**config.mk**
```make
export PLATFORM = sky130hd
export DESIGN_NAME = sem_unit
export DESIGN_NICKNAME = d
export VERILOG_FILES = /design/src/rtl/sem_pkg.sv /design/src/rtl/sem_req_bank.sv /design/src/rtl/sem_grant_cell.sv /design/src/rtl/sem_read_port.sv /design/src/rtl/sem_unit.sv
export SDC_FILE = /design/constraint.sdc
export NUM_CORES = 1
export LEC_CHECK = 0
export BUFFER_PORTS_ARGS = -buffer_cell sky130_fd_sc_hd__clkbuf_2
export CAP_MARGIN = 10
export CORE_AREA = 2 2 76 78
export CTS_BUF_LIST = sky130_fd_sc_hd__clkbuf_8
export DETAILED_ROUTE_END_ITERATION = 8
export DIE_AREA = 0 0 78 80
export SYNTH_ARGS = -nofsm -noshare
export SYNTH_HDL_FRONTEND = slang
export SYNTH_HIERARCHICAL = 1
export SYNTH_SLANG_ARGS = --single-unit
```
**constraint.sdc**
```tcl
create_clock -name clk_i -period 2.33 [get_ports clk_i]
set_clock_uncertainty 0.2 [all_clocks]
set_input_delay 0.3495 -clock clk_i [delete_from_list [all_inputs] [get_ports clk_i]]
set_output_delay 0.3495 -clock clk_i [all_outputs]
set_load 0.03 [all_outputs]
```
**src/rtl/sem_pkg.sv**
```systemverilog
package sem_pkg;
  parameter int unsigned SEM_FLAGS = 8;
  localparam int unsigned SEM_SEL_W = $clog2(SEM_FLAGS);

  typedef enum logic {
    PORT_L = 1'b0,
    PORT_R = 1'b1
  } sem_port_e;

  typedef struct packed {
    logic [SEM_SEL_W-1:0] sel;
    logic                 wr;
    logic                 wdata;
    logic                 rd;
  } sem_acc_t;
endpackage

```
**src/rtl/sem_req_bank.sv**
```systemverilog
module sem_req_bank #(
  parameter int unsigned N_FLAGS = 8,
  localparam int unsigned SEL_W = $clog2(N_FLAGS)
) (
  input  logic               clk_i,
  input  logic               rst_ni,
  input  logic [SEL_W-1:0]   sel_i,
  input  logic               wr_i,
  input  logic               wdata_i,
  output logic [N_FLAGS-1:0] req_d_o,
  output logic [N_FLAGS-1:0] req_q_o
);
  logic [N_FLAGS-1:0] req_q;

  for (genvar f = 0; f < N_FLAGS; f++) begin : g_latch
    logic hit;
    assign hit = wr_i && (sel_i == SEL_W'(f));
    // write 0 asks, write 1 releases or cancels
    assign req_d_o[f] = hit ? ~wdata_i : req_q[f];

    always_ff @(posedge clk_i or negedge rst_ni) begin
      if (!rst_ni) req_q[f] <= 1'b0;
      else         req_q[f] <= req_d_o[f];
    end
  end

  assign req_q_o = req_q;

  assert_req_set_R2: assert property (@(posedge clk_i) disable iff (!rst_ni)
    (wr_i && !wdata_i) |=> req_q[$past(sel_i)]);

  assert_req_clr_R5: assert property (@(posedge clk_i) disable iff (!rst_ni)
    (wr_i && wdata_i) |=> !req_q[$past(sel_i)]);

  assert_req_idle_R8: assert property (@(posedge clk_i) disable iff (!rst_ni)
    !wr_i |=> $stable(req_q));
endmodule

```
**src/rtl/sem_grant_cell.sv**
```systemverilog
module sem_grant_cell (
  input  logic clk_i,
  input  logic rst_ni,
  input  logic req_l_i,
  input  logic req_r_i,
  output logic gnt_l_o,
  output logic gnt_r_o
);
  logic gnt_l_q, gnt_r_q;
  logic gnt_l_d, gnt_r_d;

  // left wins a tie; a holder keeps the flag while its request stays set
  always_comb begin
    gnt_l_d = req_l_i && (gnt_l_q || !(gnt_r_q && req_r_i));
    gnt_r_d = req_r_i && !gnt_l_d && (gnt_r_q || !(gnt_l_q && req_l_i));
  end

  always_ff @(posedge clk_i or negedge rst_ni) begin
    if (!rst_ni) begin
      gnt_l_q <= 1'b0;
      gnt_r_q <= 1'b0;
    end else begin
      gnt_l_q <= gnt_l_d;
      gnt_r_q <= gnt_r_d;
    end
  end

  assign gnt_l_o = gnt_l_q;
  assign gnt_r_o = gnt_r_q;

  assert_excl_R3: assert property (@(posedge clk_i) disable iff (!rst_ni)
    !(gnt_l_q && gnt_r_q));

  assert_tie_left_R6: assert property (@(posedge clk_i) disable iff (!rst_ni)
    (!gnt_l_q && !gnt_r_q && req_l_i && req_r_i) |=> (gnt_l_q && !gnt_r_q));

  assert_handoff_l2r_R7: assert property (@(posedge clk_i) disable iff (!rst_ni)
    (gnt_l_q && !req_l_i && req_r_i) |=> gnt_r_q);

  assert_handoff_r2l_R7: assert property (@(posedge clk_i) disable iff (!rst_ni)
    (gnt_r_q && !req_r_i && req_l_i) |=> gnt_l_q);

  assert_hold_R10: assert property (@(posedge clk_i) disable iff (!rst_ni)
    (gnt_l_q && req_l_i) |=> gnt_l_q);

  assert_release_R4: assert property (@(posedge clk_i) disable iff (!rst_ni)
    (!req_l_i && !req_r_i) |=> (!gnt_l_q && !gnt_r_q));
endmodule

```
**src/rtl/sem_read_port.sv**
```systemverilog
module sem_read_port #(
  parameter int unsigned N_FLAGS = 8,
  localparam int unsigned SEL_W = $clog2(N_FLAGS)
) (
  input  logic [N_FLAGS-1:0] gnt_i,
  input  logic [SEL_W-1:0]   sel_i,
  input  logic               rd_i,
  output logic               rdata_o
);
  // zero only for the port that holds the flag
  assign rdata_o = rd_i ? ~gnt_i[sel_i] : 1'b1;
endmodule

```
**src/rtl/sem_unit.sv**
```systemverilog
module sem_unit
  import sem_pkg::*;
(
  input  logic                 clk_i,
  input  logic                 rst_ni,
  input  logic [SEM_SEL_W-1:0] l_sel_i,
  input  logic                 l_wr_i,
  input  logic                 l_wdata_i,
  input  logic                 l_rd_i,
  output logic                 l_rdata_o,
  input  logic [SEM_SEL_W-1:0] r_sel_i,
  input  logic                 r_wr_i,
  input  logic                 r_wdata_i,
  input  logic                 r_rd_i,
  output logic                 r_rdata_o
);
  sem_acc_t           acc   [2];
  logic [SEM_FLAGS-1:0] req_d [2];
  logic [SEM_FLAGS-1:0] req_q [2];
  logic [SEM_FLAGS-1:0] gnt   [2];
  logic                 rdata [2];

  assign acc[PORT_L] = '{sel: l_sel_i, wr: l_wr_i, wdata: l_wdata_i, rd: l_rd_i};
  assign acc[PORT_R] = '{sel: r_sel_i, wr: r_wr_i, wdata: r_wdata_i, rd: r_rd_i};

  for (genvar p = 0; p < 2; p++) begin : g_port
    sem_req_bank #(.N_FLAGS(SEM_FLAGS)) u_bank (
      .clk_i   (clk_i),
      .rst_ni  (rst_ni),
      .sel_i   (acc[p].sel),
      .wr_i    (acc[p].wr),
      .wdata_i (acc[p].wdata),
      .req_d_o (req_d[p]),
      .req_q_o (req_q[p])
    );

    sem_read_port #(.N_FLAGS(SEM_FLAGS)) u_read (
      .gnt_i   (gnt[p]),
      .sel_i   (acc[p].sel),
      .rd_i    (acc[p].rd),
      .rdata_o (rdata[p])
    );
  end

  for (genvar f = 0; f < SEM_FLAGS; f++) begin : g_flag
    sem_grant_cell u_cell (
      .clk_i   (clk_i),
      .rst_ni  (rst_ni),
      .req_l_i (req_d[PORT_L][f]),
      .req_r_i (req_d[PORT_R][f]),
      .gnt_l_o (gnt[PORT_L][f]),
      .gnt_r_o (gnt[PORT_R][f])
    );

    assert_gnt_has_req_R3: assert property (@(posedge clk_i) disable iff (!rst_ni)
      (gnt[PORT_L][f] -> req_q[PORT_L][f]) && (gnt[PORT_R][f] -> req_q[PORT_R][f]));
  end

  assign l_rdata_o = rdata[PORT_L];
  assign r_rdata_o = rdata[PORT_R];

  assert_free_grant_R2: assert property (@(posedge clk_i) disable iff (!rst_ni)
    (l_wr_i && !l_wdata_i && !gnt[PORT_R][l_sel_i]) |=> gnt[PORT_L][$past(l_sel_i)]);
endmodule

```
==> impl_table.tex <==
\begin{tabular}{lr}
\hline
Metric & Value \\
\hline
\multicolumn{2}{l}{\textbf{Critical path}} \\
\quad RR Startpoint & g\_port[0].u\_bank/req\_q\_o[0] \\
\quad Path depth of the worst reg2reg path & 4 \\
\quad Endpoint kind of the worst setup timing path & output pin \\
\quad R2R setup slack & approximately 1.2 ns \\
\quad Kind of launch point of the worst setup path & flop \\
\quad Arrival time worst endpoint & about 1.6 ns \\
\quad Capture instance of the worst register-to-register path & g\_flag[0].u\_cell/gnt\_r\_o \\
\quad Largest fanout of any net on the critical path & 2 \\
\quad Kind of critical path & flop to output pin \\
\quad Req. time, crit path & between 1.5 and 2 ns \\
\multicolumn{2}{l}{\textbf{Timing}} \\
\quad Highest achievable clock rate & about 0.46 GHz \\
\quad Number of endpoints with negative hold slack in the final report & 0 \\
\quad Unrepaired setup endpoints after global routing & false \\
\quad Total count of max-transition violations in the final report & 0 \\
\quad Worst slew margin relative to its limit & between 40\% and 50\% \\
\quad Sum of negative setup slack & 0 ns \\
\quad Tightest Pin Transition & between 0.7 and 0.8 ns \\
\quad \# setup viols final & 0 \\
\quad Final critical path time including I/O delays and setup & 2.162 ns \\
\quad Final period utilization & between 90\% and 100\% \\
\multicolumn{2}{l}{\textbf{Detailed routing}} \\
\quad Total number of vias & 982 \\
\quad Post-DR wirelength/cell & 12.40 um \\
\quad DRC marker count from the first detailed-route iteration & a little under 60 \\
\quad Number of vias per cell & $\sim$4.4 \\
\quad Number of remaining DRC errors & 0 \\
\quad Wirelength, routed & $\sim$2800 um \\
\quad Pre-antenna DRT Iters & 4 \\
\quad Final antenna-violating net count & 0 \\
\multicolumn{2}{l}{\textbf{Logic synthesis}} \\
\quad Total number of yosys warnings & 6 \\
\quad Cells taking the most area after synthesis & sky130\_fd\_sc\_hd\_\_dfrtp\_1 (50\%), sky130\_fd\_sc\_hd\_\_mux2i\_1 (11\%), sky130\_fd\_sc\_hd\_\_nor2b\_4 (6.9\%) \\
\quad Cell Area, Synth & about 1600 um2 \\
\quad Post-synthesis net count & about 140 \\
\quad Mean instance size in the synthesized netlist & 12.41 um2 \\
\quad Area fraction of the dominant cell type after synthesis & approximately half \\
\quad Fraction of the yosys area taken by sequential cells & between 50\% and 60\% \\
\quad Synthesized instance count & 128 \\
\quad Top cell type by total area after synthesis & sky130\_fd\_sc\_hd\_\_dfrtp\_1 \\
\quad Flop and latch count out of synthesis & 32 \\
\quad Post-synth cell types & 17 \\
\multicolumn{2}{l}{\textbf{Cells and area}} \\
\quad Area overhead of the layout relative to synthesis & 16.93\% \\
\quad Final std cells w/o fill & $\sim$220 \\
\quad Number of inserted diodes & 0 \\
\quad Layout cells sized above 1 & between 20\% and 30\% \\
\quad Number of nets in the final layout & roughly 160 \\
\quad Final standard cell utilization of the core & about a third \\
\multicolumn{2}{l}{\textbf{Min path}} \\
\quad Instance count along the most critical hold path & 2 \\
\quad Hold/Removal Path Class & input port to flop \\
\quad Source of the worst hold timing path & l\_wdata\_i \\
\quad Hold path endpoint & g\_port[0].u\_bank/req\_q\_o[5] \\
\multicolumn{2}{l}{\textbf{Clocking}} \\
\quad Resized cells post-CTS & 0 \\
\quad H-tree depth & 2 \\
\quad Maximum buffer depth of the clock tree & 2 \\
\quad Buffer type at the clock tree root & sky130\_fd\_sc\_hd\_\_clkbuf\_8 \\
\quad Total CTS buffers & 5 \\
\quad Clock transition at path regs & about 0.06 ns \\
\quad Insertion delay to the later sink of the worst-skew pair & about 0.28 ns \\
\quad TritonCTS clock tree & yes \\
\quad Clock sinks & 32 \\
\quad Total setup buffers inserted after CTS & 0 \\
\multicolumn{2}{l}{\textbf{Global routing}} \\
\quad Initial antenna violation count & 0 \\
\quad Aggregate global-route resource usage & 10.46\% \\
\quad First-pass GRT wire length & about 4800 um \\
\quad Largest net degree at the start of global routing & 33 \\
\quad Number of global-route vias before repair & 940 \\
\quad Final global-route overflow total & 0 \\
\multicolumn{2}{l}{\textbf{Floorplan}} \\
\quad Die width & 78 um \\
\quad Initial core utilization & between 20\% and 30\% \\
\quad \# IOs & 16 \\
\quad Core Area & roughly 5400 um2 \\
\quad Die span in y & 80 um \\
\quad Die area & 6240 um2 \\
\quad Number of rows in the core area & 27 \\
\multicolumn{2}{l}{\textbf{Place}} \\
\quad Number of placed instances with taps included & 214 \\
\quad Placed wire-length estimate after detailed placement & $\sim$2000 um \\
\quad Port bufs & 15 \\
\quad Global placement routability congestion & between 0.6 and 0.7 \\
\multicolumn{2}{l}{\textbf{Power}} \\
\quad Total power divided by cell area & approximately 850 nW/um2 \\
\quad Power share of the clock group & 27.4\% \\
\quad Net Switching & between 0.4 and 0.5 mW \\
\quad Logic gate share of total power & between 20\% and 30\% \\
\quad VDD IR max & approximately 0.00027 V \\
\quad Leakage component of the power & $\sim$0.91 nW \\
\quad Internal portion of total power & 1.117 mW \\
\quad Switching power share of the total & 29.16\% \\
\quad Fraction of power consumed by sequential logic & 49.5\% \\
\multicolumn{2}{l}{\textbf{Run status}} \\
\quad Status & complete, no violations \\
\multicolumn{2}{l}{\textbf{Run}} \\
\quad Max-Cap Viols & 0 \\
\hline
\end{tabular}
[metal layers]
metal | share of wire (%) | vias to the layer above | global-route usage [%]
met2 | 42 | 28 | 14.05
li1 | - | 491 | -
met4 | 1.2 | 0 | 4.737
met1 | 52 | 458 | 14.62
met3 | 5.6 | 5 | 4.072
met5 | 0 | - | 0
[registers in the layout (all words and copies together) (netlist names)]
signal	cells
g_port.u_bank/req_q_o	16
g_flag.u_cell/gnt_l_o	8
g_flag.u_cell/gnt_r_o	8
[cells in the final DEF (no fill, tap or decap), types with 6 or more instances in the layout]
master	n
sky130_fd_sc_hd__a21oi_1	8
sky130_fd_sc_hd__and4bb_1	6
sky130_fd_sc_hd__clkbuf_2	15
sky130_fd_sc_hd__clkbuf_8	6
sky130_fd_sc_hd__dfrtp_1	32
sky130_fd_sc_hd__inv_1	25
sky130_fd_sc_hd__mux2i_1	18
sky130_fd_sc_hd__nand4b_1	6
sky130_fd_sc_hd__nor2b_4	8
sky130_fd_sc_hd__o21a_1	8
[worst max-delay path: stages (launching register included)]
cell and delay, ns:
sky130_fd_sc_hd__dfrtp_1 0.42, sky130_fd_sc_hd__mux4_2 0.47, sky130_fd_sc_hd__nand2b_1 0.17, sky130_fd_sc_hd__o211ai_2 0.06, sky130_fd_sc_hd__clkbuf_2 0.22
[per-stage QoR]
stage	setup slack, ns	hold WS, ns	cell area [um2]	power (mW)
after floorplan	0.6387	-0.1461	1589	1.043
after global placement	0.2657	0.2744	1754	1.153
after detailed placement	0.2533	0.2727	1754	1.162
after CTS	0.1412	0.1956	1858	1.606
after global routing	0.09573	0.2014	1858	1.689
final	0.1677	0.2037	1858	1.577
[cells in the mapped netlist]
master,n
sky130_fd_sc_hd__dfrtp_1,32
sky130_fd_sc_hd__inv_1,24
sky130_fd_sc_hd__mux2i_1,18
sky130_fd_sc_hd__a21oi_1,8
sky130_fd_sc_hd__nor2b_4,8
sky130_fd_sc_hd__o21a_1,8
sky130_fd_sc_hd__and4bb_1,6
sky130_fd_sc_hd__nand4b_1,6
sky130_fd_sc_hd__clkbuf_1,2
sky130_fd_sc_hd__mux2_2,2
sky130_fd_sc_hd__mux4_2,2
sky130_fd_sc_hd__nand2_1,2
sky130_fd_sc_hd__nand2b_1,2
sky130_fd_sc_hd__nand4_1,2
sky130_fd_sc_hd__nor4b_2,2
sky130_fd_sc_hd__o211ai_2,2
sky130_fd_sc_hd__o31a_1,2
[layout make-up]
class / count / area (um2)
inverter: 24 / 90.09
clock buffer: 6 / 82.58
fill: 557 / 3547
sequential: 32 / 800.8
clock inverter: 2 / 11.26
tap: 72 / 90.09
multi-input combinational: 70 / 690.7
timing repair buffer: 17 / 92.59
[worst max path at each step]
stage / end / start / slack [ns] / depth (start not counted)
6_report: l_rdata_o / g_flag[7].u_cell/gnt_l_o / 0.17 / 4
5_1_grt: l_rdata_o / g_flag[7].u_cell/gnt_l_o / 0.1 / 4
4_1_cts: l_rdata_o / g_flag[7].u_cell/gnt_l_o / 0.14 / 4
3_5_place_dp: l_rdata_o / l_sel_i[2] / 0.25 / 5
3_3_place_gp: l_rdata_o / l_sel_i[2] / 0.27 / 5
2_1_floorplan: l_rdata_o / g_flag[7].u_cell/gnt_l_o / 0.64 / 3
[power groups by stage]
stage / Sequential [mW] / Combinational (mW) / Clock [mW]
floorplan: 0.765 / 0.278 / 0
global placement: 0.795 / 0.357 / 0
detailed placement: 0.795 / 0.367 / 0
CTS: 0.785 / 0.371 / 0.451
global route: 0.799 / 0.411 / 0.479
finish: 0.780 / 0.365 / 0.432
[kinds of logic after synthesis]
family	count (synthesis)	synth area share, %
buf+inv	26	6.142
simple gates	28	18.90
mux	22	15.59
flops	32	50.39
compound gates	20	8.977
[repair_timing]
item	in CTS	in global routing
endpoints found under the setup margin	0	0
hold buffers	1	0
hold endpoints to repair	32	0
No activity file was read; power rests on OpenSTA's default activity.
